<file path="src/rtl/hwrr_pkg.sv">
// Package: shared weight type and decode helpers for the arbiter.
// Assumes weights never exceed 7, so 3 bits suffice.
package hwrr_pkg;
    localparam int WW = 3;
    typedef logic [WW-1:0] wgt_t;
    localparam wgt_t W_ONE = 3'd1;

    // Decode a 1/2/3 field; code 11 saturates to 3.
    function automatic wgt_t dec_lin(input logic [1:0] c);
        case (c)
            2'b00:   return 3'd1;
            2'b01:   return 3'd2;
            default: return 3'd3;
        endcase
    endfunction

    // Decode an odd-valued field; code 11 gives 7 only where permitted.
    function automatic wgt_t dec_odd(input logic [1:0] c, input logic allow7);
        if (c == 2'b11) return allow7 ? 3'd7 : 3'd5;
        return {c, 1'b1};
    endfunction

    // Decode a single-bit field: 0 gives 1, 1 gives 2.
    function automatic wgt_t dec_one(input logic b);
        return b ? 3'd2 : 3'd1;
    endfunction
endpackage

</file>
<file path="src/rtl/hwrr_node.sv">
// Two-way weighted round-robin node: own side versus the lower group.
// Each side holds a credit count. When both counts are spent, the weights
// are used as fresh credit. A lone requesting side wins at once and reloads
// both counts. State moves only when 'advance' is high.
module hwrr_node
    import hwrr_pkg::*;
(
    input  logic clk,
    input  logic rst_n,
    input  logic loc_req,
    input  logic grp_req,
    input  wgt_t loc_w,
    input  wgt_t grp_w,
    input  logic advance,
    output logic pick_loc
);
    wgt_t cred_l, cred_g;
    wgt_t eff_l, eff_g;
    logic spent;

    // Effective credit: reload from the weights when both sides are spent.
    always_comb begin
        spent = (cred_l == '0) && (cred_g == '0);
        eff_l = spent ? loc_w : cred_l;
        eff_g = spent ? grp_w : cred_g;
        pick_loc = loc_req && (!grp_req || (eff_l != '0));
    end

    // Credit update on a decision that passes through this node.
    always_ff @(posedge clk) begin
        if (!rst_n) begin
            cred_l <= '0;
            cred_g <= '0;
        end else if (advance) begin
            if (loc_req && grp_req) begin
                if (pick_loc) begin
                    cred_l <= eff_l - W_ONE;
                    cred_g <= eff_g;
                end else begin
                    cred_l <= eff_l;
                    cred_g <= eff_g - W_ONE;
                end
            end else begin
                cred_l <= loc_w;
                cred_g <= grp_w;
            end
        end
    end
endmodule

</file>
<file path="src/rtl/hwrr_low.sv">
// Bottom-level circular arbiter with fixed per-unit weights.
// The current unit keeps winning while it requests and has credit left.
// Otherwise the next requesting unit in circular order wins and loads its
// weight minus one as credit. Assumes every weight in WEIGHTS is at least 1.
module hwrr_low
    import hwrr_pkg::*;
#(
    parameter int N = 4,
    parameter logic [N*WW-1:0] WEIGHTS = {3'd1, 3'd1, 3'd1, 3'd2},
    localparam int PW = (N > 1) ? $clog2(N) : 1
) (
    input  logic          clk,
    input  logic          rst_n,
    input  logic [N-1:0]  req,
    input  logic          advance,
    output logic [PW-1:0] sel
);
    logic [PW-1:0] ptr;
    wgt_t          cred;
    logic          stay;
    logic          found;

    // Choose: stay on the current unit, or search onward from it.
    always_comb begin
        stay  = req[ptr] && (cred != '0);
        sel   = ptr;
        found = stay;
        for (int off = 1; off <= N; off++) begin
            int j;
            j = int'(ptr) + off;
            if (j >= N) j = j - N;
            if (!found && req[j]) begin
                sel   = PW'(j);
                found = 1'b1;
            end
        end
    end

    // Pointer and credit update when this level is granted.
    always_ff @(posedge clk) begin
        if (!rst_n) begin
            ptr  <= PW'(N - 1);
            cred <= '0;
        end else if (advance) begin
            if (stay) begin
                cred <= cred - W_ONE;
            end else begin
                ptr  <= sel;
                cred <= WEIGHTS[int'(sel)*WW +: WW] - W_ONE;
            end
        end
    end
endmodule

</file>
<file path="src/rtl/hwrr_arbiter.sv">
// Six-level hierarchical weighted round-robin bus arbiter.
// Nodes 1 to 5 each weigh their own level against all deeper levels.
// Level 1 is a fixed-priority set of units, levels 2 to 5 hold one unit
// each, and level 6 is a circular set. A grant is registered and held
// until xfer_done; the next decision is made on the edge after grant drops.
// Assumes requesters hold req until granted.
module hwrr_arbiter
    import hwrr_pkg::*;
#(
    parameter int N_CPU  = 3,
    parameter int N_LOW  = 4,
    parameter int CTRL_W = 26,
    parameter logic [N_LOW*WW-1:0] LOW_WEIGHTS = {3'd1, 3'd1, 3'd1, 3'd2},
    localparam int N_MID    = 4,
    localparam int N_NODE   = N_MID + 1,
    localparam int LOW_BASE = N_CPU + N_MID,
    localparam int N_REQ    = LOW_BASE + N_LOW,
    localparam int LPW      = (N_LOW > 1) ? $clog2(N_LOW) : 1
) (
    input  logic              clk,
    input  logic              rst_n,
    input  logic [N_REQ-1:0]  req,
    input  logic [CTRL_W-1:0] bw_ctrl,
    input  logic              xfer_done,
    output logic [N_REQ-1:0]  grant
);
    logic [N_NODE:0]   lvl_req;
    logic [N_NODE-1:0] grp_req;
    logic [N_NODE-1:0] pick_loc;
    logic [N_NODE-1:0] node_adv;
    logic [N_NODE:0]   on_path;
    wgt_t              loc_w [N_NODE];
    wgt_t              grp_w [N_NODE];
    logic [LPW-1:0]    low_sel;
    logic [N_REQ-1:0]  win;
    logic              issue;
    logic              unused_rsvd;

    assign unused_rsvd = ^bw_ctrl[CTRL_W-1:18];

    // Per-level request summary.
    always_comb begin
        lvl_req[0] = |req[N_CPU-1:0];
        for (int k = 1; k <= N_MID; k++) lvl_req[k] = req[N_CPU+k-1];
        lvl_req[N_NODE] = |req[N_REQ-1:LOW_BASE];
    end

    // Weight field decode for each node.
    always_comb begin
        loc_w[0] = dec_lin(bw_ctrl[17:16]);
        grp_w[0] = dec_lin(bw_ctrl[15:14]);
        loc_w[1] = dec_odd(bw_ctrl[13:12], 1'b0);
        grp_w[1] = dec_odd(bw_ctrl[11:10], 1'b0);
        loc_w[2] = dec_odd(bw_ctrl[9:8], 1'b1);
        grp_w[2] = dec_odd(bw_ctrl[7:6], 1'b0);
        loc_w[3] = dec_one(bw_ctrl[5]);
        grp_w[3] = dec_odd(bw_ctrl[4:3], 1'b0);
        loc_w[4] = dec_odd(bw_ctrl[2:1], 1'b0);
        grp_w[4] = dec_one(bw_ctrl[0]);
    end

    assign issue = (grant == '0) && (req != '0);

    // Decision path: a node is visited when every node above chose the group side.
    always_comb begin
        on_path[0] = 1'b1;
        for (int k = 0; k < N_NODE; k++) on_path[k+1] = on_path[k] && !pick_loc[k];
    end

    genvar gk;
    generate
        for (gk = 0; gk < N_NODE; gk++) begin : g_node
            assign grp_req[gk]  = |lvl_req[N_NODE:gk+1];
            assign node_adv[gk] = issue && on_path[gk];
            hwrr_node u_node (
                .clk      (clk),
                .rst_n    (rst_n),
                .loc_req  (lvl_req[gk]),
                .grp_req  (grp_req[gk]),
                .loc_w    (loc_w[gk]),
                .grp_w    (grp_w[gk]),
                .advance  (node_adv[gk]),
                .pick_loc (pick_loc[gk])
            );
        end
    endgenerate

    hwrr_low #(.N(N_LOW), .WEIGHTS(LOW_WEIGHTS)) u_low (
        .clk     (clk),
        .rst_n   (rst_n),
        .req     (req[N_REQ-1:LOW_BASE]),
        .advance (issue && on_path[N_NODE]),
        .sel     (low_sel)
    );

    // Winner vector: lowest CPU index, a middle unit, or the bottom-level choice.
    always_comb begin
        win = '0;
        if (pick_loc[0]) begin
            for (int i = N_CPU - 1; i >= 0; i--) begin
                if (req[i]) begin
                    win    = '0;
                    win[i] = 1'b1;
                end
            end
        end
        for (int k = 1; k <= N_MID; k++) begin
            if (on_path[k] && pick_loc[k]) win[N_CPU+k-1] = 1'b1;
        end
        if (on_path[N_NODE]) win[LOW_BASE + int'(low_sel)] = 1'b1;
    end

    // Grant register: issue when free, release on transfer done.
    always_ff @(posedge clk) begin
        if (!rst_n) begin
            grant <= '0;
        end else if (issue) begin
            grant <= win;
        end else if (xfer_done) begin
            grant <= '0;
        end
    end
endmodule

</file>
<file path="config.mk">
export PLATFORM = sky130hd
export DESIGN_NAME = hwrr_arbiter
export DESIGN_NICKNAME = d
export VERILOG_FILES = /design/src/rtl/hwrr_pkg.sv /design/src/rtl/hwrr_node.sv /design/src/rtl/hwrr_low.sv /design/src/rtl/hwrr_arbiter.sv
export SDC_FILE = /design/constraint.sdc
export NUM_CORES = 1
export LEC_CHECK = 0
export CAP_MARGIN = 25
export CORE_ASPECT_RATIO = 1.25
export CORE_MARGIN = 5
export CORE_UTILIZATION = 50
export CTS_CLUSTER_SIZE = 25
export DETAILED_ROUTE_END_ITERATION = 8
export PLACE_DENSITY = 0.77
export SLEW_MARGIN = 20
export SYNTH_ARGS = -nofsm -noshare
export SYNTH_HDL_FRONTEND = slang
export SYNTH_SLANG_ARGS = --single-unit
</file>
<file path="constraint.sdc">
create_clock -name clk -period 2.6 [get_ports clk]
set_input_delay 0.26 -clock clk [delete_from_list [all_inputs] [get_ports clk]]
set_output_delay 0.26 -clock clk [all_outputs]
set_load 0.01 [all_outputs]
</file>
Word level (Yosys, flattened, before mapping)
Index checks and enable logic that the tools add are counted.
{"block": "op_classes", "muxes": 91, "eq_ne": 8, "mul": 1, "reduce_logical": 82, "n_addsub": 21, "n_lt_le_gt_ge": 11, "bitwise_logic": 2, "shift": 1}
{"cell": "2-to-1 mux 3 bit", "count": 45}
{"cell": "greater-or-equal comparator 32 x 4 -> 1 bit, second input constant", "count": 4}
{"cell": "< comparator 32 x 4 -> 1 bit, second input constant", "count": 4}
{"cell": "2-to-1 mux 32 bit", "count": 4}
{"cell": "subtractor 32 x 4 -> 32 bit, second input constant", "count": 4}
{"cell": "2-to-1 mux 11 bit", "count": 5}
{"cell": "subtractor 3 x 1 -> 3 bit, second input constant", "count": 12}
{"cell": "logical AND 1 bit", "count": 35}
{"cell": "variable part select 12 x 32 -> 3 bit, first input constant", "count": 1}
{"cell": "zero test 3 bit", "count": 10}
{"cell": "2-to-1 mux 1 bit", "count": 23}
{"cell": "nonzero test 3 bit", "count": 6}
{"cell": "zero test 1 bit", "count": 14}
{"cell": "equality test 2 bit, second input constant", "count": 6}
{"cell": "2-to-1 mux 2 bit", "count": 6}
{"cell": "zero test 11 bit", "count": 1}
{"cell": "bitwise OR 11 bit", "count": 1}
{"cell": "nonzero test 11 bit", "count": 1}
{"cell": "binary-select mux 1 bit (select 2 bit)", "count": 5}
{"cell": "case mux 2 bit (2 select lines)", "count": 2}
{"cell": "OR reduction 8 bit", "count": 1}
{"cell": "OR reduction 7 bit", "count": 1}
{"cell": "adder 2 x 2 -> 3 bit, second input constant", "count": 2}
{"cell": "OR reduction 6 bit", "count": 1}
{"cell": "other kinds (17)", "count": 23}
{"block": "word_totals", "output_inout_bits": 11, "wordCells": 230, "inputBits": 40, "register_bits": 46}

Longest topological paths before layout
Gate-level depths: netlist (run 1).
{"block": "logic_depth", "ltp_word": 25, "depth_mapped": 12, "mapped_depth_nobuf": 10}

Cells and area by module
From an unflattened synthesis (run 1), not the netlist that was laid out.
{"block": "unflattened", "cells_unflattened": 461, "hier_area_um2": 3817.4}
{"module": "hwrr_node", "n_inst": 5, "seq_area_each_um2": 120.1, "area_each_um2": 533.0, "cells_each": 62}
{"module": "hwrr_arbiter", "n_inst": 1, "seq_area_each_um2": 220.2, "area_each_um2": 701.9, "cells_each": 95}
{"module": "hwrr_low", "n_inst": 1, "seq_area_each_um2": 100.1, "area_each_um2": 450.4, "cells_each": 56}

Least setup slack after synthesis (run 1)
Ideal clock, no wire load.
{"block": "synth_timing", "path_type": "flip-flop to flip-flop", "start": "register g_node[3].u_node.cred_l[2]", "end": "register u_low.ptr[1]", "period_less_slack_ns": 2.727, "arrival_time_ns": 2.608, "path_stages_with_launch": 11, "setup_slack_ns": -0.127, "path_cell_list": "dfxtp_1 or4_1 nor3_1 a21oi_1 ha_1 nand2b_1 a21oi_1 o211ai_1 nor4_2 a211o_1 o31a_1"}
{"block": "synth_via", "elab_chain_cells": 11}
{"item": "start: declaration", "line_no": "hwrr_node.sv:17", "source": "wgt_t cred_l, cred_g;"}
{"item": "start signal: assignment", "line_no": "hwrr_node.sv:37", "source": "cred_l <= eff_l - W_ONE;"}
{"item": "start signal: assignment", "line_no": "hwrr_node.sv:40", "source": "cred_l <= eff_l;"}
{"item": "start signal: assignment", "line_no": "hwrr_node.sv:44", "source": "cred_l <= loc_w;"}
{"item": "zero test 3 bit", "line_no": "hwrr_node.sv:23", "source": "spent = (cred_l == '0) && (cred_g == '0);"}
{"item": "logical AND 1 bit", "line_no": "hwrr_node.sv:23"}
{"item": "2-to-1 mux 3 bit *", "line_no": "hwrr_node.sv:24", "source": "eff_l = spent ? loc_w : cred_l;"}
{"item": "nonzero test 3 bit *", "line_no": "hwrr_node.sv:26", "source": "pick_loc = loc_req && (!grp_req || (eff_l != '0));"}
{"item": "logical OR 1 bit *", "line_no": "hwrr_node.sv:26"}
{"item": "logical AND 1 bit *", "line_no": "hwrr_node.sv:26"}
{"item": "zero test 1 bit *", "line_no": "hwrr_arbiter.sv:67", "source": "for (int k = 0; k < N_NODE; k++) on_path[k+1] = on_path[k] && !pick_loc[k];"}
{"item": "logical AND 1 bit * (2 in series)", "line_no": "hwrr_arbiter.sv:67"}
{"item": "logical AND 1 bit *", "line_no": "hwrr_arbiter.sv:92", "source": ".advance (issue && on_path[N_NODE]),"}
{"item": "AND reduction 2 bit (no line) *"}
{"item": "end signal: assignment", "line_no": "hwrr_low.sv:42", "source": "ptr <= PW'(N - 1);"}
{"item": "end signal: assignment", "line_no": "hwrr_low.sv:48", "source": "ptr <= sel;"}
{"item": "end: declaration", "line_no": "hwrr_low.sv:18", "source": "logic [PW-1:0] ptr;"}
Every way passes the cells marked *; elsewhere a longest branch is shown, timed or not.
A chain may end at the register's enable or synchronous reset.

Worst setup path after layout (run 1)
{"block": "layout_timing", "start": "register g_node[3].u_node.cred_g[0]", "end": "register grant[6]"}
{"block": "layout_via", "elab_chain_cells": 13, "elab_cells_between_ends": 14}
{"item": "start: declaration", "line_no": "hwrr_node.sv:17"}
{"item": "start signal: assignment", "line_no": "hwrr_node.sv:38", "source": "cred_g <= eff_g;"}
{"item": "start signal: assignment", "line_no": "hwrr_node.sv:41", "source": "cred_g <= eff_g - W_ONE;"}
{"item": "start signal: assignment", "line_no": "hwrr_node.sv:45", "source": "cred_g <= grp_w;"}
{"item": "zero test 3 bit *", "line_no": "hwrr_node.sv:23"}
{"item": "logical AND 1 bit *", "line_no": "hwrr_node.sv:23"}
{"item": "2-to-1 mux 3 bit *", "line_no": "hwrr_node.sv:24"}
{"item": "nonzero test 3 bit *", "line_no": "hwrr_node.sv:26"}
{"item": "logical OR 1 bit *", "line_no": "hwrr_node.sv:26"}
{"item": "logical AND 1 bit *", "line_no": "hwrr_node.sv:26"}
{"item": "zero test 1 bit *", "line_no": "hwrr_arbiter.sv:67"}
{"item": "logical AND 1 bit *", "line_no": "hwrr_arbiter.sv:67"}
{"item": "logical AND 1 bit", "line_no": "hwrr_arbiter.sv:108", "source": "if (on_path[k] && pick_loc[k]) win[N_CPU+k-1] = 1'b1;"}
{"item": "2-to-1 mux 1 bit", "line_no": "hwrr_arbiter.sv:108"}
{"item": "bitwise OR 11 bit (no line)"}
{"item": "2-to-1 mux 11 bit *", "line_no": "hwrr_arbiter.sv:110", "source": "if (on_path[N_NODE]) win[LOW_BASE + int'(low_sel)] = 1'b1;"}
{"item": "2-to-1 mux 11 bit *", "line_no": "hwrr_arbiter.sv:117", "source": "end else if (issue) begin"}
{"item": "end signal: assignment", "line_no": "hwrr_arbiter.sv:118", "source": "grant <= win;"}
{"item": "end: declaration", "line_no": "hwrr_arbiter.sv:25", "source": "output logic [N_REQ-1:0] grant"}
Marked as above.

==> impl_metrics.json, run 1 <==
{
  "cts_buffer_depth": 2,
  "comb_power_share_pct": 74.4,
  "start_util_pct": 50.7,
  "regToRegStartpoint": "g_node[3].u_node.cred_g[0]",
  "ir_drop_uv": 770,
  "layout-drive-gt1-share_pct": 25.5,
  "leakage_uw": 0.00191,
  "synth_area_leader_cell": "dfxtp_1",
  "pwr-share-clk_pct": 8.7,
  "path_delay_family": "simple AND/OR/NAND/NOR gates",
  "rsz0062_at_grt": "yes",
  "holdBufCountCts": 0,
  "end_kind": "flop",
  "drc": 0,
  "power_switching_uw": 2910,
  "status": "finished clean",
  "postSynthAreaPerCell_um2": 7.75,
  "rows": 34,
  "rrSetupSlack_ns": 0.07,
  "clock-sinks": 46,
  "start_kind": "flop",
  "first_global_vias": 3892,
  "p_sw_share_pct": 44.2,
  "dpl.hpwl_um": 7630,
  "min-delay-path-class": "flop to flop",
  "fin_worst_skew_ns": 0.0147,
  "setup_viol": 0,
  "htree_levels": 2,
  "yosys_warnings": 0,
  "dieArea_um2": 8720,
  "min_period_ns": 2.53,
  "diodes": 0,
  "crit_path_max_incr_delay_ns": 0.54,
  "max_freq_mhz": 396,
  "fin_ws_ns": 0.0749,
  "r2r_cells": 11,
  "crit_slowest_cell": "or4_4",
  "viasPerCell": 5.94,
  "synth-edff-count": 0,
  "worst-setup-path-type": "flop to flop",
  "cp.arrival_ns": 2.73,
  "areaGrowthSynthToFinish_pct": 37.8,
  "yosysSeqAreaShare_pct": 26.5,
  "synthTopCellsByCount": "a21oi_1, dfxtp_1, nor2_1, o21ai_0, nand2_1",
  "grt_start_max_net_pins": 28,
  "cts_buffers": 5,
  "grt_pass1_wl_um": 16800,
  "finalNetCount": 624,
  "seqPwrFrac_pct": 16.9,
  "critPathRequiredTime_ns": 2.81,
  "worst_pin_slew_ns": 0.588,
  "die-height_um": 103,
  "slew_headroom_pct": 60.6,
  "synth.most_common_cell": "a21oi_1",
  "synth_top_area_share_pct": 26.5,
  "synth.distinct_cells": 70,
  "detail-route-antenna-nets": 0,
  "io_pins": 51,
  "ys_seq_elements": 46,
  "p_per_area_nw_per_um2": 1380,
  "pre_cts_ws_ns": -0.501,
  "syn-num-nets": 504,
  "critical_path_buf_inv_count": 1,
  "synth_ff_type": "dfxtp_1",
  "min_to": "u_low.cred[1]",
  "clk_latency_ns": 0.31,
  "fin_tns_setup_ns": 0,
  "grt-ovfl-total": 0,
  "crit_chain": "or4_4 -> nor3_4 -> a21oi_2 -> ha_2 -> nor2b_1 -> o21ai_0 -> nand2_1 -> nor4b_2 -> buf_4 -> a21oi_1 -> nor2_1",
  "drt_wl_total_um": 10100,
  "synth_cells": 448,
  "antenna_found_initial": 0,
  "fin_crit_sh_pct": 97.1,
  "first_iter_violations": 241,
  "portBuffers": 42,
  "synth.area.top_cells": "dfxtp_1, a21oi_1, ha_1",
  "max_cap_viol_count": 0,
  "core_um2": 6850,
  "gp_congestion": 0.920,
  "root_buffer": "clkbuf_8",
  "r2r-end": "grant[6]",
  "min-delay-start": "u_low.cred[1]",
  "hold_viol": 0,
  "grtUsageTotal_pct": 23.2,
  "die_w_um": 84.5,
  "path_clk_slew_ns": 0.10,
  "syn-cell-area_um2": 3470,
  "tritoncts": "built",
  "synthArstFlopShare_pct": 0,
  "p_int_uw": 3670,
  "slew_viol_final": 0,
  "holdPathStages": 2,
  "crit_fanout": 8,
  "wl_per_cell_um": 15.3,
  "vias": 3917,
  "first_pass_iters": 5
}
power groups by stage:
stage               combinational [µW]  clock (µW)  sequential [µW]
floorplan                         2900           0             1080
global placement                  4480           0             1090
detailed placement                4670           0             1100
CTS                               4710         587             1090
global route                      5410         611             1130
finish                            4890         572             1110
cell type report:
class	instances	area [µm²]
clock buffer	5	68.8
tap	90	113
timing repair buffer	135	1120
inverter	9	33.8
fill	558	2070
sequential	46	930
multi-input combinational	371	2470
clock inverter	3	47.5
flip-flops by register name (all words and copies together) (netlist names):
register              cells
g_node.u_node.cred_g     15
g_node.u_node.cred_l     15
grant                    11
u_low.cred                3
u_low.ptr                 2
per-layer routing:
layer  wire length (µm)  up-vias  GRT usage (%)  part of all wire, %
li1                   -     1916              -                    -
met1               4280     1868           26.3                   42
met2               5140      117           43.6                   51
met3                491       16           3.49                  4.9
met4                164        0           9.38                  1.6
met5                  0        -              0                    0
layout by cell type (no fill, tap or decap), types with 6 or more instances in the layout:
| master | Yosys | final |
|---|---|---|
| a211oi_1 | 7 | 7 |
| a21oi_1 | 48 | 44 |
| nor2b_1 | 12 | 12 |
| a31oi_1 | 15 | 13 |
| nor2_1 | 38 | 37 |
| ha_1 | 16 | 13 |
| dfxtp_2 | 0 | 7 |
| o21ai_0 | 38 | 38 |
| nand3_1 | 14 | 14 |
| buf_4 | 5 | 93 |
| nand2_1 | 33 | 33 |
| dfxtp_1 | 46 | 39 |
| clkdlybuf4s50_1 | 0 | 42 |
| nor3_1 | 16 | 15 |
| nand2b_1 | 20 | 20 |
| mux2i_1 | 9 | 9 |
| inv_1 | 8 | 8 |
| nor4_1 | 7 | 6 |
| xnor2_1 | 7 | 7 |
how the worst max path moves through the flow:
| stage | from | to | depth (start not counted) |
|---|---|---|---|
| 6_report | g_node[3].u_node.cred_g[0] | grant[6] | 11 |
| 4_1_cts | g_node[3].u_node.cred_g[0] | u_low.ptr[1] | 12 |
| 3_3_place_gp | bw_ctrl[16] | u_low.ptr[0] | 9 |
| 2_1_floorplan | g_node[2].u_node.cred_l[2] | u_low.ptr[0] | 11 |
| 5_1_grt | req[7] | u_low.cred[2] | 12 |
| 3_5_place_dp | bw_ctrl[16] | u_low.ptr[0] | 9 |
metrics by stage:
step           utilization, %  instances  hold slack (ns)  cell area [µm²]  total power (µW)
2_1_floorplan               -        448            0.399             3500              3990
3_3_place_gp             67.0        650            0.457             4590              5570
3_5_place_dp             67.0        650            0.474             4590              5770
4_1_cts                  68.8        658            0.483             4710              6390
5_1_grt                  69.8        659            0.506             4780              7150
6_report                 69.8        659            0.492             4780              6580
worst min-delay path, cell delays in order, from the launching register on:
cell	delay, ns
dfxtp_1	0.34
nand2_1	0.06
a21oi_1	0.05
cell families (layout without fill, tap and decap cells):
family	after synthesis	in the layout	synth area share, %
buffers and inverters	31	152	4.79
and+or+nand+nor	178	178	27.6
adders and majority gates	16	16	5.77
DFF	46	46	26.5
xor gates and xnor gates	10	10	2.52
AOI/OAI and AO/OA	155	155	28.5
muxes	12	12	4.22
repair_timing:
item / CTS / global route
setup endpoints to repair: 6 / 15
resized for setup: 2 / 20
buffers inserted: 0 / 3
pin swaps: 0 / 12
No activity file was read; power rests on OpenSTA's default activity.
==> run 2, diff against run 1 <==
- REMOVE_ABC_BUFFERS: not set -> 1
==> impl_metrics.json, run 2 (synthesized netlist as in run 1, its figures left out) <==
{
  "portBuffers": 42,
  "detail-route-antenna-nets": 0,
  "core_um2": 6850,
  "max_freq_mhz": 390,
  "ir_drop_uv": 844,
  "grtUsageTotal_pct": 22.8,
  "crit_fanout": 6,
  "setup_viol": 0,
  "start_kind": "flop",
  "place_inst": 646,
  "min_period_ns": 2.57,
  "max_cap_viol_count": 0,
  "tritoncts": "built",
  "first_iter_violations": 152,
  "rsz0062_at_grt": "yes",
  "path_clk_slew_ns": 0.09,
  "first_global_vias": 3780,
  "wl_per_cell_um": 15.5,
  "min_to": "u_low.cred[1]",
  "critPathRequiredTime_ns": 2.80,
  "min-delay-start": "u_low.cred[1]",
  "r2r-end": "u_low.ptr[1]",
  "areaGrowthSynthToFinish_pct": 37.0,
  "grt-ovfl-total": 0,
  "viasPerCell": 5.94,
  "grt_start_max_net_pins": 28,
  "status": "finished clean",
  "leakage_uw": 0.00191,
  "slew_headroom_pct": 57.8,
  "final_cell_mix": "buf_4, a21oi_1, dfxtp_1",
  "end_kind": "flop",
  "die-height_um": 103,
  "regToRegStartpoint": "g_node[3].u_node.cred_g[0]",
  "htree_levels": 2,
  "rows": 34,
  "dieArea_um2": 8720,
  "holdPathStages": 2,
  "hold_viol": 0,
  "fin_worst_skew_ns": 0.00969,
  "rrSetupSlack_ns": 0.03,
  "diodes": 0,
  "min-delay-path-class": "flop to flop",
  "clock-sinks": 46,
  "root_buffer": "clkbuf_8",
  "dpl.hpwl_um": 7600,
  "met3_usage_pct": 3.57,
  "die_w_um": 84.5,
  "drc": 0,
  "cts_buffers": 5,
  "cts_buffer_depth": 2,
  "io_pins": 51,
  "clk_latency_ns": 0.31,
  "final_common_cell": "buf_4",
  "worst_pin_slew_ns": 0.628,
  "grt_pass1_wl_um": 16600,
  "worst-setup-path-type": "flop to flop",
  "start_util_pct": 50.7,
  "use_met2_pct": 44.8,
  "grt.busiest_layer": "met2",
  "r2r_cells": 12,
  "layout-drive-gt1-share_pct": 24.8,
  "instances_no_fill": 659,
  "reg_top3": "g_node.u_node.cred_g (15), g_node.u_node.cred_l (15), grant (11)",
  "fin_crit_sh_pct": 98.7,
  "vias": 3916,
  "first_pass_iters": 5,
  "drt_wl_total_um": 10200,
  "cp.arrival_ns": 2.76,
  "antenna_found_initial": 0,
  "slew_viol_final": 0,
  "grt_use_met1_pct": 25.0,
  "gp_congestion": 0.917,
  "finalNetCount": 624,
  "p_per_area_nw_per_um2": 1360,
  "fin_tns_setup_ns": 0
}
run 2: layout make-up:
cell class | count | area [µm²]
clock inverters | 2 | 12.5
flip-flops and latches | 46 | 923
inverters | 9 | 33.8
fillers | 547 | 2090
repair buffers | 135 | 1120
well taps | 90 | 113
clock buffers | 6 | 82.6
multi-input cells | 371 | 2470
run 2: repair_timing:
item	4_1_cts	5_1_grt
resized for setup	10	12
setup buffers	2	3
hold endpoints to repair	0	0
setup endpoints to repair	8	13
pin swaps	3	5
hold buffers	0	0
gates cloned	0	0
run 2: layer usage:
metal	wire length (µm)	share of wire, %
met4	133	1.3
met2	5450	53
met1	4220	41
met5	0	0
met3	429	4.2
run 2: power by group:
part / leakage (µW) / switching (µW) / internal (µW)
registers: 0.000375 / 175 / 917
clock network: 0.0000472 / 257 / 214
logic: 0.00149 / 2490 / 2440
total: 0.00191 / 2920 / 3570
run 2: worst max-delay path, stage by stage (launching register included):
cell and delay (ns):
dfxtp_1 0.32, or4_4 0.55, nor3_4 0.21, a21oi_2 0.11, ha_2 0.22, nand2b_4 0.08
a21oi_1 0.04, o211ai_1 0.18, buf_4 0.16, nor4_2 0.04, buf_4 0.17, a211o_1 0.29
o31a_1 0.10
run 2: metrics by stage:
stage                     hold slack [ns]  setup WS (ns)  util (%)  power [µW]  area, µm²
after CTS                           0.493         0.0200      68.3        6290       4680
after detailed placement            0.482         -0.477      66.2        5660       4530
after global placement              0.452         -0.421      66.2        5480       4530
after floorplan                     0.398         -0.129         -        3850       3340
after global routing                0.510        -0.0352      69.4        7030       4760
final                               0.493         0.0348      69.4        6490       4760
run 2: worst max-delay path by stage:
| stage | slack (ns) | startpoint | to |
|---|---|---|---|
| final | 0.03 | g_node[3].u_node.cred_g[0] | u_low.ptr[1] |
| after global placement | -0.42 | bw_ctrl[16] | u_low.ptr[0] |
| after floorplan | -0.13 | g_node[3].u_node.cred_l[2] | u_low.ptr[1] |
| after global routing | -0.04 | g_node[3].u_node.cred_g[0] | u_low.ptr[1] |
| after detailed placement | -0.48 | bw_ctrl[16] | u_low.ptr[0] |
| after CTS | 0.02 | g_node[3].u_node.cred_g[0] | u_low.ptr[1] |
